### config.mk
export PLATFORM = sky130hd
export DESIGN_NAME = ptr_addr_gen
export DESIGN_NICKNAME = d
export VERILOG_FILES = /design/src/rtl/ptr_pkg.sv /design/src/rtl/ptr_ctrl.sv /design/src/rtl/ptr_datapath.sv /design/src/rtl/ptr_addr_gen.sv
export SDC_FILE = /design/constraint.sdc
export NUM_CORES = 1
export LEC_CHECK = 0
export BUFFER_PORTS_ARGS = -buffer_cell sky130_fd_sc_hd__clkbuf_2
export CORE_MARGIN = 2
export CORE_UTILIZATION = 30
export CTS_CLUSTER_SIZE = 8
export DETAILED_ROUTE_END_ITERATION = 12
export MAX_ROUTING_LAYER = met4
export PLACE_DENSITY = 0.49
export SLEW_MARGIN = 25
export SYNTH_ARGS = -nofsm -noshare
export SYNTH_HDL_FRONTEND = slang
export SYNTH_HIERARCHICAL = 1
export SYNTH_SLANG_ARGS = --single-unit
### constraint.sdc
create_clock -name clk -period 11.4 [get_ports clk]
set_clock_uncertainty 0.1 [all_clocks]
set_input_delay 1.71 -clock clk [delete_from_list [all_inputs] [get_ports clk]]
set_output_delay 1.71 -clock clk [all_outputs]
set_load 0.05 [all_outputs]
### src/rtl/ptr_pkg.sv
package ptr_pkg;

  typedef enum logic [2:0] {
    MODE_PLAIN   = 3'b000,
    MODE_POSTINC = 3'b001,
    MODE_POSTDEC = 3'b010,
    MODE_PREINC  = 3'b011,
    MODE_PREDEC  = 3'b100,
    MODE_DISP    = 3'b101
  } ptrMode_e;

  typedef enum logic [1:0] {
    SEL_X   = 2'b00,
    SEL_Y   = 2'b01,
    SEL_Z   = 2'b10,
    SEL_RSV = 2'b11
  } ptrSel_e;

  // Strobes from control to datapath
  typedef struct packed {
    logic accept;    // legal request: produce an access
    logic reject;    // illegal request
    logic addDisp;   // effective address = pointer + displacement
    logic useNew;    // effective address = adjusted pointer
    logic doWrite;   // write adjusted pointer back
    logic stepDown;  // adjust by -1 instead of +1
  } ctlStrobes_t;

endpackage

### src/rtl/ptr_ctrl.sv
module ptr_ctrl
  import ptr_pkg::*;
(
  input  logic        reqValid,
  input  logic [1:0]  ptrSel,
  input  logic [2:0]  mode,
  output ctlStrobes_t strobes
);

  logic selLegal;
  logic modeLegal;

  always_comb begin
    selLegal  = (ptrSel != SEL_RSV);
    modeLegal = 1'b1;
    strobes   = '0;
    case (mode)
      MODE_PLAIN:   ;
      MODE_POSTINC: strobes.doWrite = 1'b1;
      MODE_POSTDEC: begin
        strobes.doWrite  = 1'b1;
        strobes.stepDown = 1'b1;
      end
      MODE_PREINC: begin
        strobes.doWrite = 1'b1;
        strobes.useNew  = 1'b1;
      end
      MODE_PREDEC: begin
        strobes.doWrite  = 1'b1;
        strobes.useNew   = 1'b1;
        strobes.stepDown = 1'b1;
      end
      MODE_DISP: begin
        strobes.addDisp = 1'b1;
        modeLegal       = (ptrSel != SEL_X);
      end
      default: modeLegal = 1'b0;
    endcase
    strobes.accept = reqValid && selLegal && modeLegal;
    strobes.reject = reqValid && !(selLegal && modeLegal);
    if (!strobes.accept) strobes.doWrite = 1'b0;
  end

endmodule

### src/rtl/ptr_datapath.sv
module ptr_datapath
  import ptr_pkg::*;
#(
  parameter int ADDR_W = 16,
  parameter int DISP_W = 6
) (
  input  logic              clk,
  input  logic              rstN,
  input  ctlStrobes_t       strobes,
  input  logic [1:0]        ptrSel,
  input  logic [DISP_W-1:0] disp,
  input  logic [ADDR_W-1:0] xPair,
  input  logic [ADDR_W-1:0] yPair,
  input  logic [ADDR_W-1:0] zPair,
  output logic [ADDR_W-1:0] addrOut,
  output logic              addrValid,
  output logic [ADDR_W-1:0] wbData,
  output logic              wbEn,
  output logic [1:0]        wbSel,
  output logic              illegalMode
);

  localparam logic [ADDR_W-1:0] ONE = ADDR_W'(1);

  logic [ADDR_W-1:0] selPtr;
  logic [ADDR_W-1:0] adjPtr;
  logic [ADDR_W-1:0] dispAddr;
  logic [ADDR_W-1:0] effAddr;

  always_comb begin
    case (ptrSel)
      SEL_Y:   selPtr = yPair;
      SEL_Z:   selPtr = zPair;
      default: selPtr = xPair;
    endcase
    adjPtr   = strobes.stepDown ? (selPtr - ONE) : (selPtr + ONE);
    dispAddr = selPtr + ADDR_W'(disp);
    if (strobes.addDisp)     effAddr = dispAddr;
    else if (strobes.useNew) effAddr = adjPtr;
    else                     effAddr = selPtr;
  end

  always_ff @(posedge clk) begin
    if (!rstN) begin
      addrOut     <= '0;
      addrValid   <= 1'b0;
      wbData      <= '0;
      wbEn        <= 1'b0;
      wbSel       <= '0;
      illegalMode <= 1'b0;
    end else begin
      addrValid   <= strobes.accept;
      wbEn        <= strobes.doWrite;
      illegalMode <= strobes.reject;
      if (strobes.accept) begin
        addrOut <= effAddr;
        wbData  <= adjPtr;
        wbSel   <= ptrSel;
      end
    end
  end

endmodule

### src/rtl/ptr_addr_gen.sv
module ptr_addr_gen
  import ptr_pkg::*;
#(
  parameter int ADDR_W = 16,
  parameter int DISP_W = 6
) (
  input  logic              clk,
  input  logic              rstN,
  input  logic              reqValid,
  input  logic [1:0]        ptrSel,
  input  logic [2:0]        mode,
  input  logic [DISP_W-1:0] disp,
  input  logic [ADDR_W-1:0] xPair,
  input  logic [ADDR_W-1:0] yPair,
  input  logic [ADDR_W-1:0] zPair,
  output logic [ADDR_W-1:0] addrOut,
  output logic              addrValid,
  output logic [ADDR_W-1:0] wbData,
  output logic              wbEn,
  output logic [1:0]        wbSel,
  output logic              illegalMode
);

  ctlStrobes_t strobes;

  ptr_ctrl uCtrl (
    .reqValid (reqValid),
    .ptrSel   (ptrSel),
    .mode     (mode),
    .strobes  (strobes)
  );

  ptr_datapath #(.ADDR_W(ADDR_W), .DISP_W(DISP_W)) uDp (
    .clk         (clk),
    .rstN        (rstN),
    .strobes     (strobes),
    .ptrSel      (ptrSel),
    .disp        (disp),
    .xPair       (xPair),
    .yPair       (yPair),
    .zPair       (zPair),
    .addrOut     (addrOut),
    .addrValid   (addrValid),
    .wbData      (wbData),
    .wbEn        (wbEn),
    .wbSel       (wbSel),
    .illegalMode (illegalMode)
  );

endmodule

## Word level (Yosys, flattened, before mapping)

Index checks and enable logic that the tools add are counted.

- Multiplexer cells: 9
- Add/sub/neg operators: 3
- Equality and inequality tests: 8
- Reduce and logical (&&, ||, !) cells: 12

Operators with widths:

| operator | count |
|---|---|
| $mux 16 | 3 |
| $pmux 16 s2 | 1 |
| $add 16x1->16 const B | 1 |
| $add 16x6->16 | 1 |
| $sub 16x1->16 const B | 1 |
| $eq 3x2->1 const B | 2 |
| $eq 3x3->1 const B | 2 |
| $reduce_or 5->1 | 1 |
| $logic_and 1x1->1 | 4 |
| $mux 1 | 4 |
| $reduce_or 2->1 | 2 |
| $reduce_or 4->1 | 1 |
| $eq 3x1->1 const B | 1 |
| $logic_not 3->1 | 1 |
| $eq 2x1->1 const B | 1 |
| $eq 2x2->1 const B | 1 |
| $ne 2x2->1 const B | 1 |
| $pmux 1 s2 | 1 |
| $reduce_and 2->1 | 1 |
| $reduce_bool 2->1 | 1 |
| $logic_not 1->1 | 1 |

- Input bits: 62
- Logic and storage cells: 38
- Output and inout bits: 37
- Bits in registers: 37

## Depth between registers and ports, before layout

Gate-level depths: netlist of the first run.

- Depth after elaboration: 6
- Depth in mapped cells: 16
- Depth with buffers taken out: 13

## Hierarchy

Netlist of the first run, hierarchy kept.

Modules (own cells, without submodules):

| module | area an instance (um2) | cells an instance | sequential area each (um2) | instances |
|---|---|---|---|---|
| ptr_datapath | 3224.3 | 399 | 740.7 | 1 |
| ptr_ctrl | 96.3 | 13 | 0.0 | 1 |

## Worst setup path after synthesis of the first run

OpenSTA, ideal clock, no wires.

- Kind: input port to flip-flop
- From: in ptrSel[0]
- To: reg uDp.addrOut[12]
- Library setup time: 0.072 ns
- Arrival time: 4.625 ns
- Path slack: 6.604 ns
- Stages: 15
- Path buffers: 3
- Required time: 11.228 ns
- Cell sequence: inv_1 -> ha_1 -> buf_6 -> buf_2 -> buf_2 -> o21ai_1 -> ha_1 -> fa_1 -> a211oi_1 -> o21bai_1 -> a21oi_1 -> nor3_2 -> xnor2_1 -> a211o_1 -> a2bb2oi_1

- Longest elaborated chain between the ends: 6
- Elaborated cells between the ends (all ways): 14
- Those cells by class: 3 x add/sub; 3 x eq/ne; 5 x mux; 3 x reduce/logical

Ends and longest elaborated chain:

| item | line | text |
|---|---|---|
| start: declaration | ptr_addr_gen.sv:10 | `input logic [1:0] ptrSel,` |
| $eq 2x2->1 / $eq 2x1->1 (equally long branches) | ptr_datapath.sv:31 | `case (ptrSel)` |
| $pmux 16 s2 | ptr_datapath.sv:31 |  |
| $add 16x1->16 / $sub 16x1->16 (equally long branches) | ptr_datapath.sv:36 | `adjPtr = strobes.stepDown ? (selPtr - ONE) : (selPtr + ONE);` |
| $mux 16 | ptr_datapath.sv:36 |  |
| $mux 16 | ptr_datapath.sv:39 | `else if (strobes.useNew) effAddr = adjPtr;` |
| $mux 16 | ptr_datapath.sv:38 | `if (strobes.addDisp) effAddr = dispAddr;` |
| end signal: assignment | ptr_datapath.sv:56 | `addrOut <= effAddr;` |
| end: declaration | ptr_datapath.sv:15 | `output logic [ADDR_W-1:0] addrOut,` |

Several ways; a longest one is shown, not always the timed one.
A chain may end at the register's enable or synchronous reset.

## Final worst setup path of the first run

- From: in ptrSel[0]
- To: reg uDp.addrOut[15]

The elaborated chain is that of the path after synthesis.

==> impl_results.md, run 1 <==
- Synth Flop Type: dfxtp_1
- Gate Count Post-Synth: around 410
- Yosys cell types: 65
- Setup Crit Path Kind: in2reg
- Vias in the first global route: around 3,100
- Final core occ: 0.367
- Fin area: between 3000 and 4000 µm²
- Placer congestion estimate: 0.925
- Initial drt markers: approximately 170
- Crit path DAT: about 5.6 ns
- Met3 routed wirelength: 543 µm
- Cell Count, Final, Fillers Out: roughly 640
- Hold-fix buffer count after cts: 0
- PostCTS Resize Cnt: 0
- Mapped cell area: about 3300 µm²
- Initial Utilization: 0.306
- # Max-Cap Violations: 0
- Worst min path class: reg2reg
- Final Hold Fails: 0
- Startpoint Class: input pin
- Crit path cell chain: clkbuf_2, inv_1, ha_1, inv_1, o21ai_0, inv_1, ha_1, a21oi_1, o21ai_0, o41ai_2, nor2_1, a211oi_1, a31oi_1, a31oi_1
- Synth warn: 6
- Post-route ant nets: 0
- CORE AREA: roughly 11,000 µm²
- Power Dens Cells: approximately 120 nW/µm²
- Crit path time final: between 5 and 6 ns
- Worst path required time: 11.52 ns
- Register area share after synthesis: 0.223
- CP max stage delay: 0.91 ns
- Row cnt: 38
- Achievable clock frequency: 182 MHz
- Final setup vio count: 0
- Syn Nets: 498
- Async SR Flop Fraction: 0
- Pin count of the biggest net entering global routing: 42
- Leakage power: 1.80 nW
- Rel. slew slack: 0.365
- # H-tree levels: 2
- ANT cells: 0
- Pre-antenna DRT Iters: 4
- Clock transition at the registers of the reported paths: 0.08 ns
- Clock Latency Late Sink: 0.29 ns
- Syn_area_per_cell: just over 8 µm²
- Final #Nets: 584
- Area of the die: 11,900 µm²
- Wire per inst: about 16 µm
- Initial antenna violation count: 0
- Post-CTS Setup Repair Bufs: 0
- RSZ-0062 raised after global routing: no
- Setup tns final: 0 ns
- Placed insts: ~630
- CTS sink count: 37
- Post-synth EDFFs: 0
- Gr ovfl total: 0
- Num CTS Buffers: 5
- Worst Path Max Fanout: 33
- Area Overhead vs Synth: 19.8%
- Period Utilization, post-route: 0.481
- Max Slew Vio Count: 0
- First-pass GRT wire length: about 16 mm
- Die height: between 100 and 150 µm
- Highest routed metal layer: met4
- M1 WL: about 5.6 mm
- Share of layout cells above drive strength 1: 0.261
- Die Span X: about 110 µm
- CP endpoint kind: register
- Routed WL: about 10 mm
- CTS tree: yes
- Worst vdd ir: between 0.00005 and 0.00006 V
- Fill cell count: roughly 1,200
- Post-DP Area: roughly 3900 µm²
- Drt drc: 0
- Critical-path top delay cell: ha_1
- Status: completed
- Met2 wire len: about 3.9 mm
- GR Util All Layers: 0.181
- Worst-Margin Slew: between 0.9 and 1 ns
- Via density: roughly 5.1
- Vias post-DR: approximately 3,300
- Clk root buf: clkbuf_8
- IO buf count: 98
- Pwr Total: ~0.00047 W
- DP HPWL: between 7 and 8 mm
- CP dominant cell by count: inv_1
- Maximum root-to-sink buffer count: 2
- Flops & latches, synth: 37
- I/O pins: approximately 100
[synthesized netlist by cell type (all sizes together), types with 7 or more instances]
master	n	area (µm²)
a211oi	8	60.1
a21oi	21	105
a22oi	13	103
buf	10	76.3
clkbuf	13	48.8
dfxtp	37	741
ha	22	275
inv	15	56.3
mux2i	13	130
nand2	50	188
nand3	9	45.0
nor2	17	63.8
nor2b	21	139
nor3	8	45.0
o211ai	7	52.6
o21ai	36	195
xnor2	14	123
[routing by layer]
metal / global-route usage / vias to the layer above
li1: - / 1692
met1: 0.287 / 1486
met2: 0.244 / 102
met3: 0.0185 / 6
met4: 0.0353 / 0
met5: - / -
[flip-flops by register name, summed over array words and instances (netlist names)]
signal / flops
uDp/addrOut: 16
uDp/wbData: 16
uDp/wbSel: 2
uDp/addrValid: 1
uDp/illegalMode: 1
uDp/wbEn: 1
[cell families (layout without fill, tap and decap cells)]
kind of cell               Yosys count  count (layout)  share of synthesized area
and+or+nand+nor                    138             138                      0.228
xor gates and xnor gates            20              20                     0.0528
adders and majority gates           24              24                     0.0950
muxes                               15              15                     0.0460
buffers and inverters               38             125                     0.0546
AOI/OAI and AO/OA                  140             140                      0.300
DFF                                 37              37                      0.223
[layout make-up]
class,instances,area [µm²],share of cell area
clock inverters,3,17.5,0.00440
inverters,15,56.3,0.0142
flip-flops and latches,37,741,0.186
repair buffers,102,520,0.131
clock buffers,5,68.8,0.0173
multi-input cells,337,2400,0.603
well taps,140,175,0.0440
[path summary, 6_finish.rpt]
kind                        from               to  slack, ns  cells past startpoint
setup / recovery       ptrSel[0]  uDp/addrOut[15]       5.91                     14
hold reg to reg   uDp/wbData[12]   uDp/wbData[12]       0.34                      2
setup reg to reg  uDp/addrOut[7]   uDp/addrOut[7]      10.51                      2
hold / removal    uDp/wbData[12]   uDp/wbData[12]       0.34                      2
[cell usage in the layout (no fill, tap or decap), types with 3 or more instances in the layout]
cell      Yosys  layout
a21o_1        6       6
nor3_1        7       7
ha_1         22      22
nor2_1       17      17
a221o_1       3       3
a21boi_0      6       6
o21ai_0      27      26
nand3_1       9       9
xor2_1        6       6
a22oi_1      12      12
a211o_1       3       3
and3_1        6       6
dfxtp_1      37      37
buf_4         1       4
or3_1         6       6
nand2b_1      6       6
a21oi_1      21      21
nor2b_1      20      20
o211ai_1      7       7
clkbuf_8      0       5
mux2i_1      13      13
o21a_1        6       6
a221oi_2      3       3
a31oi_1       5       5
o21ai_2       4       4
a22o_1        4       4
o211a_1       4       4
inv_1        15      15
xnor2_1      14      14
nand2_1      50      50
o21ai_1       5       6
clkbuf_2      0      98
a211oi_1      8       8
[worst max-delay path: cells and delay by family]
family,cells,cell delay [ns]
AO/OA/AOI/OAI,7,1.98
adder cells (fa/ha/maj),2,1.21
buffers and inverters,4,0.56
AND/OR/NAND/NOR,1,0.12
[report_power, final]
| group | internal, W | switching (W) |
|---|---|---|
| clock network | 0.0000422 | 0.0000481 |
| registers | 0.000141 | 0.00000626 |
| logic | 0.0000835 | 0.000154 |
[per-stage QoR]
stage	hold slack (ns)	setup WS, ns
after CTS	0.351	5.89
after global placement	0.337	5.79
final	0.345	5.91
after detailed placement	0.340	5.59
after global routing	0.381	5.47
after floorplan	0.561	6.60
No activity file was read; power rests on OpenSTA's default activity.
==> run 2, diff against run 1 <==
PLACE_DENSITY = 0.51   (was 0.49)
clock period = 4.7 ns   (was 11.4 ns; I/O delays follow)
==> impl_results.md, run 2 (synthesis gave the netlist of run 1 again) <==
- # H-tree levels: 2
- ANT cells: 0
- IO buf count: between 90 and 100
- Worst vdd ir: 0.000154 V
- Num CTS Buffers: 5
- Final Hold Fails: 0
- Clock transition at the registers of the reported paths: approximately 0.08 ns
- Most frequent cells in the layout: 98 x clkbuf_2, 50 x nand2_1, 37 x dfxtp_1
- Final setup vio count: 0
- GR Util All Layers: 0.175
- Fill cell count: between 1,000 and 1,500
- Rel. slew slack: 0.472
- Share of layout cells above drive strength 1: 0.266
- Crit path cell chain: clkbuf_2, inv_1, ha_1, buf_4, a221o_1, o21ai_0, inv_1, fa_1, a211oi_1, o21bai_1, a21oi_1, or3b_2, mux2i_1, a211oi_1, o21ai_1
- Status: completed
- Final #Nets: ~590
- # Max-Cap Violations: 0
- Pin count of the biggest net entering global routing: 39
- Most common cell after layout, fill and taps aside: clkbuf_2
- RSZ-0062 raised after global routing: no
- CTS tree: yes
- Power Dens Cells: slightly above 300 nW/µm²
- Leakage power: 1.84 nW
- Via density: slightly above 5
- Die Span X: 109 µm
- Storage element area: around 740 µm²
- Post-CTS Setup Repair Bufs: 0
- Initial drt markers: 113
- Dpl ws: 0.337 ns
- Vias in the first global route: roughly 3,100
- Worst min path class: reg2reg
- Multi-input gate area: about 2400 µm²
- Fin area: a little over 4000 µm²
- Worst Path Max Fanout: 12
- Area Overhead vs Synth: 21.8%
- Placer congestion estimate: 0.888
- Worst path required time: about 4.8 ns
- Wire per inst: around 15 µm
- Vias post-DR: between 3,000 and 4,000
- PostCTS Resize Cnt: 0
- First-pass GRT wire length: between 15 and 20 mm
- Drt drc: 0
- Die height: around 110 µm
- Pre-antenna DRT Iters: 4
- Worst-Margin Slew: approximately 0.79 ns
- Largest regs: uDp/addrOut: 16 flops, uDp/wbData: 16 flops, uDp/wbSel: 2 flops
- CP endpoint kind: register
- Clock Latency Late Sink: between 0.2 and 0.3 ns
- Post-route ant nets: 0
- Achievable clock frequency: 245 MHz
- Crit path DAT: 4.16 ns
- Critical-path top delay cell: fa_1
- CP max stage delay: about 0.48 ns
- Family with the most delay on the worst path: compound AO/OA/AOI/OAI gates
- Row cnt: 38
- CTS sink count: 37
- Initial antenna violation count: 0
- Maximum root-to-sink buffer count: 2
- Period Utilization, post-route: 0.869
- Setup tns final: 0 ns
- Gr ovfl total: 0
- Setup Crit Path Kind: in2reg
- Clk root buf: clkbuf_8
- Area of the die: about 12,000 µm²
- Post-DP Area: 3930 µm²
- CORE AREA: between 10,000 and 15,000 µm²
- PnR worst setup slack: about 0.61 ns
- Routed WL: around 9.9 mm
- DP HPWL: 7.83 mm
- WP buf/inv: 4
- Crit path time final: roughly 4 ns
- Initial Utilization: 0.306
- I/O pins: 99
- Hold-fix buffer count after cts: 0
- Startpoint Class: input pin
- Max Slew Vio Count: 0
==> run 2: cell type report <==
type                    count  share of cell area
well taps                 140              0.0433
repair buffers            107               0.138
clock buffers               7              0.0213
flip-flops and latches     37               0.183
multi-input cells         337               0.593
clock inverters             1             0.00742
inverters                  15              0.0139
==> run 2: stage by stage <==
step | hold WS (ns) | utilization | total power [W] | std cells
floorplan | 0.561 | - | 0.000792 | 412
global placement | 0.337 | 0.362 | 0.000939 | 636
detailed placement | 0.344 | 0.362 | 0.000943 | 636
CTS | 0.359 | 0.373 | 0.00124 | 644
global route | 0.387 | 0.373 | 0.00131 | 644
finish | 0.354 | 0.373 | 0.00123 | 644
==> run 2: routing by layer <==
layer  global-route usage  wire length, µm  up-vias
li1                     -                -     1706
met1                0.268             5370     1491
met2                0.250             3950      114
met3               0.0132              534        7
met4               0.0353               71        0
met5                    -                0        -
==> run 2: power by group <==
part	internal [W]	leakage (nW)	switching (W)
sequential	0.000341	0.303	0.0000159
combinational	0.000209	1.47	0.000373
clock	0.000173	0.0585	0.000117
==> run 2: final timing paths <==
| kind | start | endpoint | slack, ns | cells past startpoint |
|---|---|---|---|---|
| setup / recovery | ptrSel[0] | uDp/addrOut[14] | 0.61 | 15 |
| hold / removal | uDp/wbData[12] | uDp/wbData[12] | 0.35 | 2 |
| setup reg to reg | uDp/addrOut[7] | uDp/addrOut[7] | 3.82 | 2 |
| hold reg to reg | uDp/wbData[12] | uDp/wbData[12] | 0.35 | 2 |
==> run 2: tightest hold or removal path: cells and delay by family (launching register included) <==
family	cells	cell delay [ns]
DFF	1	0.31
AOI/OAI and AO/OA	1	0.05
and+or+nand+nor	1	0.05
==> run 3, diff against run 2 <==
BUFFER_PORTS_ARGS = unset   (was -buffer_cell sky130_fd_sc_hd__clkbuf_2)
DONT_BUFFER_PORTS = 1   (was unset)
PLACE_DENSITY = 0.42   (was 0.51)
clock period = 5.1 ns   (was 4.7 ns; I/O delays follow)
==> impl_results.md, run 3 (synthesis gave the netlist of run 1 again) <==
- ANT cells: 0
- Status: completed
- DP HPWL: approximately 7.7 mm
- # Max-Cap Violations: 0
- Met3 routed wirelength: roughly 810 µm
- First-pass GRT wire length: approximately 16 mm
- Row cnt: 38
- CTS sink count: 37
- Final core occ: 0.327
- GR Util All Layers: 0.176
- Power Dens Cells: ~320 nW/µm²
- Gr ovfl total: 0
- Vias post-DR: 2,997
- Drt drc: 0
- Post-CTS Setup Repair Bufs: 0
- Die height: ~110 µm
- Final setup vio count: 0
- RSZ-0062 raised after global routing: no
- IO buf count: 0
- Share of layout cells above drive strength 1: 0.0821
- Vias in the first global route: between 2,000 and 3,000
- Final #Nets: 487
- CP max stage delay: 0.60 ns
- Via density: ~5.5
- Met2 wire len: around 3.8 mm
- Rel. slew slack: 0.419
- Die Span X: 109 µm
- Clock Latency Late Sink: 0.30 ns
- Post-route ant nets: 0
- Crit path cell chain: inv_1, ha_1, inv_1, o21ai_0, inv_1, ha_1, a21oi_1, o21ai_0, o41ai_2, nor2_1, xnor2_1, a221oi_1, a22o_1
- Crit path time final: ~4 ns
- I/O pins: slightly below 100
- Final Hold Fails: 0
- Wire per inst: 18.3 µm
- Crit path DAT: 4.16 ns
- Area of the die: about 12,000 µm²
- Initial drt markers: between 100 and 150
- Max Slew Vio Count: 0
- M1 WL: around 5.2 mm
- R2R Setup Slk: 3.90 ns
- Hold path depth: 1
- Num CTS Buffers: 5
- Routed WL: about 9.9 mm
- CP endpoint kind: register
- Pre-antenna DRT Iters: 5
- Most frequent cells in the layout: 50 x nand2_1, 37 x dfxtp_1, 26 x o21ai_0
- Hold-fix buffer count after cts: 0
- PostCTS Resize Cnt: 0
- Achievable clock frequency: roughly 250 MHz
- Worst Path Max Fanout: 16
- Placer congestion estimate: 0.943
- Critical-path top delay cell: o41ai_2
- Highest routed metal layer: met4
- Maximum root-to-sink buffer count: 2
- Worst vdd ir: between 0.0001 and 0.00015 V
- Initial antenna violation count: 0
- Period Utilization, post-route: 0.786
- Clk root buf: clkbuf_8
- Setup Crit Path Kind: in2reg
- Area Overhead vs Synth: 6.67%
- Pin count of the biggest net entering global routing: 32
- Leakage power: approximately 1.4 nW
- Initial Utilization: 0.306
- CTS tree: yes
- CORE AREA: between 10,000 and 15,000 µm²
- Largest regs: uDp/addrOut: 16 flops, uDp/wbData: 16 flops, uDp/wbSel: 2 flops
- Most common cell after layout, fill and taps aside: nand2_1
- Worst-Margin Slew: roughly 0.87 ns
- Clock transition at the registers of the reported paths: roughly 0.08 ns
- # H-tree levels: 2
- Setup tns final: 0 ns
- Worst min path class: in2reg
- Worst path required time: between 5 and 6 ns
- Startpoint Class: input pin
- CP dominant cell by count: inv_1
- R2R depth: 3
## run 3: cell types whose count changed in the layout (fill, tap and decap cells not counted)
cell       delta
clkbuf_8      -1
buf_4         -4
clkbuf_1      -1
bufinv_16     +1
clkbuf_2     -98
clkinv_2      +1
## run 3: path summary, 6_finish.rpt
check / to / start
worst min-delay path: uDp/illegalMode / rstN
worst max-delay path: uDp/addrOut[11] / ptrSel[0]
worst max register to register: uDp/addrOut[12] / uDp/addrOut[12]
worst min register to register: uDp/wbData[12] / uDp/wbData[12]
## run 3: power breakdown
part           internal [W]  total (W)  switching (W)
logic              0.000156   0.000392       0.000235
clock network      0.000194   0.000308       0.000113
registers          0.000314   0.000420       0.000106
## run 3: critical path, delay by kind of cell
family | cells | cell delay [ns]
compound gates | 6 | 1.94
fa+ha+maj | 2 | 0.85
simple gates | 1 | 0.12
buf+inv | 3 | 0.31
xor+xnor | 1 | 0.15
## run 3: metal layers
layer	global-route usage	up-vias
met1	0.263	1370
li1	-	1491
met4	0.0470	0
met2	0.238	130
met3	0.0359	6
met5	-	-
## run 3: area by class of cell
class                           instances  area [µm²]
Fill cell                            1161        7300
Multi-Input combinational cell        337        2400
Sequential cell                        37         741
Tap cell                              140         175
Clock buffer                            5        68.8
Clock inverter                          3        65.1
Inverter                               15        56.3
Timing Repair Buffer                    5        37.5
## run 3: metrics by stage
step | hold WS (ns) | worst slack [ns] | instances | cell area (µm²) | power, W
floorplan | 0.561 | 1.25 | 412 | 3320 | 0.000730
global placement | 0.585 | 0.921 | 534 | 3410 | 0.000815
detailed placement | 0.593 | 0.749 | 534 | 3410 | 0.000815
CTS | 0.476 | 1.06 | 542 | 3540 | 0.00113
global route | 0.486 | 0.759 | 542 | 3540 | 0.00119
finish | 0.492 | 1.09 | 542 | 3540 | 0.00112
